`config.mk`:
```
export PLATFORM = sky130hd
export DESIGN_NAME = cordic_vec_top
export DESIGN_NICKNAME = d
export VERILOG_FILES = /design/src/rtl/cordic_vec_pkg.sv /design/src/rtl/cordic_vec_prerot.sv /design/src/rtl/cordic_vec_stage.sv /design/src/rtl/cordic_vec_top.sv
export SDC_FILE = /design/constraint.sdc
export NUM_CORES = 2
export LEC_CHECK = 0
export CORE_ASPECT_RATIO = 2
export CORE_MARGIN = 2
export CORE_UTILIZATION = 50
export DETAILED_ROUTE_END_ITERATION = 8
export DONT_BUFFER_PORTS = 1
export PLACE_DENSITY_LB_ADDON = 0.12
export SLEW_MARGIN = 20
export SYNTH_ARGS = -nofsm -noshare
export SYNTH_HDL_FRONTEND = slang
export SYNTH_HIERARCHICAL = 1
export SYNTH_SLANG_ARGS = --single-unit
export TNS_END_PERCENT = 5
```
`constraint.sdc`:
```
create_clock -name clk -period 4.5 [get_ports clk]
set_input_delay 0.225 -clock clk [delete_from_list [all_inputs] [get_ports clk]]
set_output_delay 0.225 -clock clk [all_outputs]
set_load 0.05 [all_outputs]
```
`src/rtl/cordic_vec_pkg.sv`:
```
package cordic_vec_pkg;

  // Headroom bits added to the x/y datapath for the ~1.647 growth.
  localparam int GUARD = 2;

  // atan(2^-i) with half a turn = 2^31.
  function automatic logic [31:0] atan_q31(input int i);
    case (i)
      0:  return 32'h20000000;
      1:  return 32'h12E4051E;
      2:  return 32'h09FB385B;
      3:  return 32'h051111D4;
      4:  return 32'h028B0D43;
      5:  return 32'h0145D7E1;
      6:  return 32'h00A2F61E;
      7:  return 32'h00517C55;
      8:  return 32'h0028BE53;
      9:  return 32'h00145F2F;
      10: return 32'h000A2F98;
      11: return 32'h000517CC;
      12: return 32'h00028BE6;
      13: return 32'h000145F3;
      14: return 32'h0000A2FA;
      15: return 32'h0000517D;
      16: return 32'h000028BE;
      17: return 32'h0000145F;
      18: return 32'h00000A30;
      19: return 32'h00000518;
      20: return 32'h0000028C;
      21: return 32'h00000146;
      22: return 32'h000000A3;
      23: return 32'h00000051;
      24: return 32'h00000029;
      25: return 32'h00000014;
      26: return 32'h0000000A;
      27: return 32'h00000005;
      28: return 32'h00000003;
      29: return 32'h00000001;
      30: return 32'h00000001;
      default: return 32'h00000000;
    endcase
  endfunction

  // Same constant rounded to an aw-bit angle format (aw <= 32).
  function automatic logic [31:0] atan_units(input int i, input int aw);
    logic [32:0] t;
    t = {1'b0, atan_q31(i)};
    if (aw >= 32) return t[31:0];
    t = (t + (33'd1 << (31 - aw))) >> (32 - aw);
    return t[31:0];
  endfunction

endpackage

```
`src/rtl/cordic_vec_prerot.sv`:
```
module cordic_vec_prerot #(
  parameter int W  = 16,
  parameter int AW = 16,
  parameter int IW = W + cordic_vec_pkg::GUARD
) (
  input  logic                 clk,
  input  logic                 rst,
  input  logic                 vi,
  input  logic signed [W-1:0]  xi,
  input  logic signed [W-1:0]  yi,
  input  logic        [AW-1:0] zi,
  output logic                 vo,
  output logic signed [IW-1:0] xo,
  output logic signed [IW-1:0] yo,
  output logic        [AW-1:0] zo
);
  localparam int EXT = IW - W;
  localparam logic [AW-1:0] QTR = {2'b01, {(AW-2){1'b0}}};

  logic signed [IW-1:0] xe, ye;
  assign xe = {{EXT{xi[W-1]}}, xi};
  assign ye = {{EXT{yi[W-1]}}, yi};

  always_ff @(posedge clk) begin
    if (rst) begin
      vo <= 1'b0;
      xo <= '0;
      yo <= '0;
      zo <= '0;
    end else begin
      vo <= vi;
      if (vi) begin
        if (!xi[W-1]) begin
          xo <= xe;
          yo <= ye;
          zo <= zi;
        end else if (!yi[W-1]) begin
          // upper-left: turn clockwise by a quarter
          xo <= ye;
          yo <= -xe;
          zo <= zi + QTR;
        end else begin
          // lower-left: turn counter-clockwise by a quarter
          xo <= -ye;
          yo <= xe;
          zo <= zi - QTR;
        end
      end
    end
  end
endmodule

```
`src/rtl/cordic_vec_stage.sv`:
```
module cordic_vec_stage #(
  parameter int            IW    = 18,
  parameter int            AW    = 16,
  parameter int            SHIFT = 0,
  parameter logic [AW-1:0] ATAN  = '0
) (
  input  logic                 clk,
  input  logic                 rst,
  input  logic                 vi,
  input  logic signed [IW-1:0] xi,
  input  logic signed [IW-1:0] yi,
  input  logic        [AW-1:0] zi,
  output logic                 vo,
  output logic signed [IW-1:0] xo,
  output logic signed [IW-1:0] yo,
  output logic        [AW-1:0] zo
);
  // Constant arithmetic shifts: wiring only.
  logic signed [IW-1:0] xsh, ysh;
  assign xsh = xi >>> SHIFT;
  assign ysh = yi >>> SHIFT;

  always_ff @(posedge clk) begin
    if (rst) begin
      vo <= 1'b0;
      xo <= '0;
      yo <= '0;
      zo <= '0;
    end else begin
      vo <= vi;
      if (vi) begin
        if (yi[IW-1]) begin
          xo <= xi - ysh;
          yo <= yi + xsh;
          zo <= zi - ATAN;
        end else begin
          xo <= xi + ysh;
          yo <= yi - xsh;
          zo <= zi + ATAN;
        end
      end
    end
  end
endmodule

```
`src/rtl/cordic_vec_top.sv`:
```
module cordic_vec_top #(
  parameter int W      = 16,
  parameter int AW     = 16,
  parameter int STAGES = 14
) (
  input  logic                clk,
  input  logic                rst,
  input  logic                in_valid,
  input  logic signed [W-1:0] in_x,
  input  logic signed [W-1:0] in_y,
  input  logic [AW-1:0]       in_phase,
  output logic                out_valid,
  output logic [W+1:0]        out_mag,
  output logic [AW-1:0]       out_phase
);
  localparam int IW = W + cordic_vec_pkg::GUARD;

  logic                 v_s [0:STAGES];
  logic signed [IW-1:0] x_s [0:STAGES];
  logic signed [IW-1:0] y_s [0:STAGES];
  logic        [AW-1:0] z_s [0:STAGES];

  cordic_vec_prerot #(.W(W), .AW(AW), .IW(IW)) u_pre (
    .clk(clk), .rst(rst),
    .vi(in_valid), .xi(in_x), .yi(in_y), .zi(in_phase),
    .vo(v_s[0]), .xo(x_s[0]), .yo(y_s[0]), .zo(z_s[0])
  );

  for (genvar k = 0; k < STAGES; k++) begin : g_stage
    localparam logic [AW-1:0] ANG = AW'(cordic_vec_pkg::atan_units(k, AW));
    cordic_vec_stage #(.IW(IW), .AW(AW), .SHIFT(k), .ATAN(ANG)) u_st (
      .clk(clk), .rst(rst),
      .vi(v_s[k]), .xi(x_s[k]), .yi(y_s[k]), .zi(z_s[k]),
      .vo(v_s[k+1]), .xo(x_s[k+1]), .yo(y_s[k+1]), .zo(z_s[k+1])
    );
  end

  assign out_valid = v_s[STAGES];
  assign out_mag   = x_s[STAGES];
  assign out_phase = z_s[STAGES];
endmodule

```
==> metrics.txt <==
Layout Cell Area excl Fill=0.0740 sq mm; Skew-Pair Late Insertion Delay=0.73 ns; fill count=12300; die height=~520 um; most frequent cells in the layout=nor2_1 (909), dfxtp_1 (752), ha_1 (692), a21oi_1 (618), nand2_1 (561); pwr dens=284 mW/mm^2; Power, Total=21.0 mW; Cell Area, Synth=0.0660 sq mm; worst reg2reg setup slack=approximately 0.33 ns; Syn-to-layout area delta=12.2%; Critical Path Max Stage Delay=0.59 ns; reg2reg start=g_stage[0].u_st/yo[7]; Setup CP Type=flip-flop to flip-flop; GR Overflow Total=0; CTS Sinks=about 760; H-tree levels=3; GRT Total Usage=35.6%; WP data arrival=between 4 and 5 ns; DRT antenna net count=0; die area=0.135 sq mm; Cells after Synth=just over 8000; clk buf depth=3; core area=0.131 sq mm; Initial DRC Count=3357; worst setup path start=g_stage[0].u_st/yo[7]; final worst path period share=92.6%; CTS Buf Count=83; CTS tree=built; # nets final=9248; FF+latch area=0.0153 sq mm; via count=64100; RSZ-0062 raised after global routing=no; Synth Warn #=6; GPL Wtd Cong=1.02; instance count on the critical path=13; Hold Crit Depth=2; most common cell after layout, fill and taps aside=nor2_1; status=complete, no violations; Max-slew headroom=21.9%; worst slew pin tran=1.16 ns; Max Cap Viol=0; TNS Setup=0 ns; global-route wire length before repair=about 370000 um; DRT Wirelength=~250000 um; Worst Path Buf+Inv=1; CTS Root Cell=clkbuf_16; Final min period=4.17 ns; PortBufs=0; WL per Instance=roughly 24 um; Post-CTS Repair Setup Buffers=0; worst hold path class=input pin to flip-flop; Die X=approximately 260 um; Worst-path clk slew=0.06 ns; initial antenna violation count=5; largest net degree at the start of global routing=348; element type at the critical path end=flip-flop; Crit Reg-Reg Endpoint=g_stage[1].u_st/xo[17]; CP endpoint=g_stage[1].u_st/xo[17]; Worst path slowest cell=dlygate4sd3_1; fmax=240 MHz; Final Skew=approximately 0.022 ns; vias in the first global route=between 60000 and 70000; synthesized area per cell=7.99 sq um; Startpoint Class=flip-flop; P_leak=31.9 nW; Final setup viols=0; Register-to-Register Path Depth=13; hpwl dp=188000 um; Slew Limit Fails=0; CP Max Fanout=7; layout cells sized above 1=roughly 5.5%; placed standard-cell area=0.0673 sq mm; Critical Path RT=between 5 and 6 ns; Via density=about 6.3; CP cell instances=or4_4, nor3_2, nand2_1, o41ai_1, xor2_1, ha_1, a21o_1, a21oi_1, o221a_1, o211ai_1, xnor2_1, a211oi_2, dlygate4sd3_1; Initial Utilization=50.4%; num ports=86; first drt pass iteration count=6; delay-heaviest family, CP=compound AO/OA/AOI/OAI gates; Syn Nets=between 9000 and 10000; final hold vios=0; DRC viols=0; Rows=around 190; Worst VDD drop=0.000342 V; Multi-input gate area=0.0478 sq mm
state kept, by name, indices dropped and copies added, names as in the netlist:
| name | flops |
|---|---|
| u_pre/xo | 18 |
| u_pre/vo | 1 |
| u_pre/yo | 18 |
| g_stage.u_st/xo | 251 |
| u_pre/zo | 16 |
| g_stage.u_st/yo | 221 |
| g_stage.u_st/zo | 224 |
| g_stage.u_st/vo | 14 |
final cells by class:
type	instances	area share (%)
diodes	5	0.0169
clock buffers	112	3.23
clock inverters	39	0.651
inverters	365	1.85
multi-input cells	6781	64.6
flip-flops and latches	763	20.7
well taps	1710	2.89
repair buffers	469	6.11
power by group:
group          internal [mW]  switching, mW
Combinational           2.52           3.92
Clock                   4.21           3.20
Sequential              6.89          0.248
routing by layer:
layer  vias to the layer above  track usage, %  share of wire [%]
met2                      1869            68.7                 53
met4                         2            37.7                 13
li1                      30800               -                  -
met5                         -               0             0.0053
met3                      1056            5.21                3.8
met1                     30400            28.5                 30
repair_timing:
| item | 4_1_cts | 5_1_grt |
|---|---|---|
| endpoints found under the hold margin | 530 | 0 |
| hold buffers | 367 | 0 |
| resized for setup | 0 | 0 |
worst min path at each step:
stage	from	end	slack, ns
floorplan	in_x[8]	u_pre/xo[8]	0.35
finish	in_valid	u_pre/vo	0.03
global route	in_valid	u_pre/vo	0.03
CTS	rst	g_stage[11].u_st/xo[8]	0.001
global placement	in_valid	u_pre/yo[10]	0.35
detailed placement	in_valid	u_pre/yo[10]	0.35
per-stage QoR:
stage	hold WS (ns)	utilization, %	setup slack (ns)	cells
2_1_floorplan	0.354	-	1.16	8256
3_3_place_gp	0.346	51.4	0.540	9720
3_5_place_dp	0.351	51.4	0.510	9720
4_1_cts	0.00133	56.4	0.429	10200
5_1_grt	0.0341	56.5	0.157	10200
6_report	0.0347	56.5	0.331	10200
No activity file was read; power rests on OpenSTA's default activity.
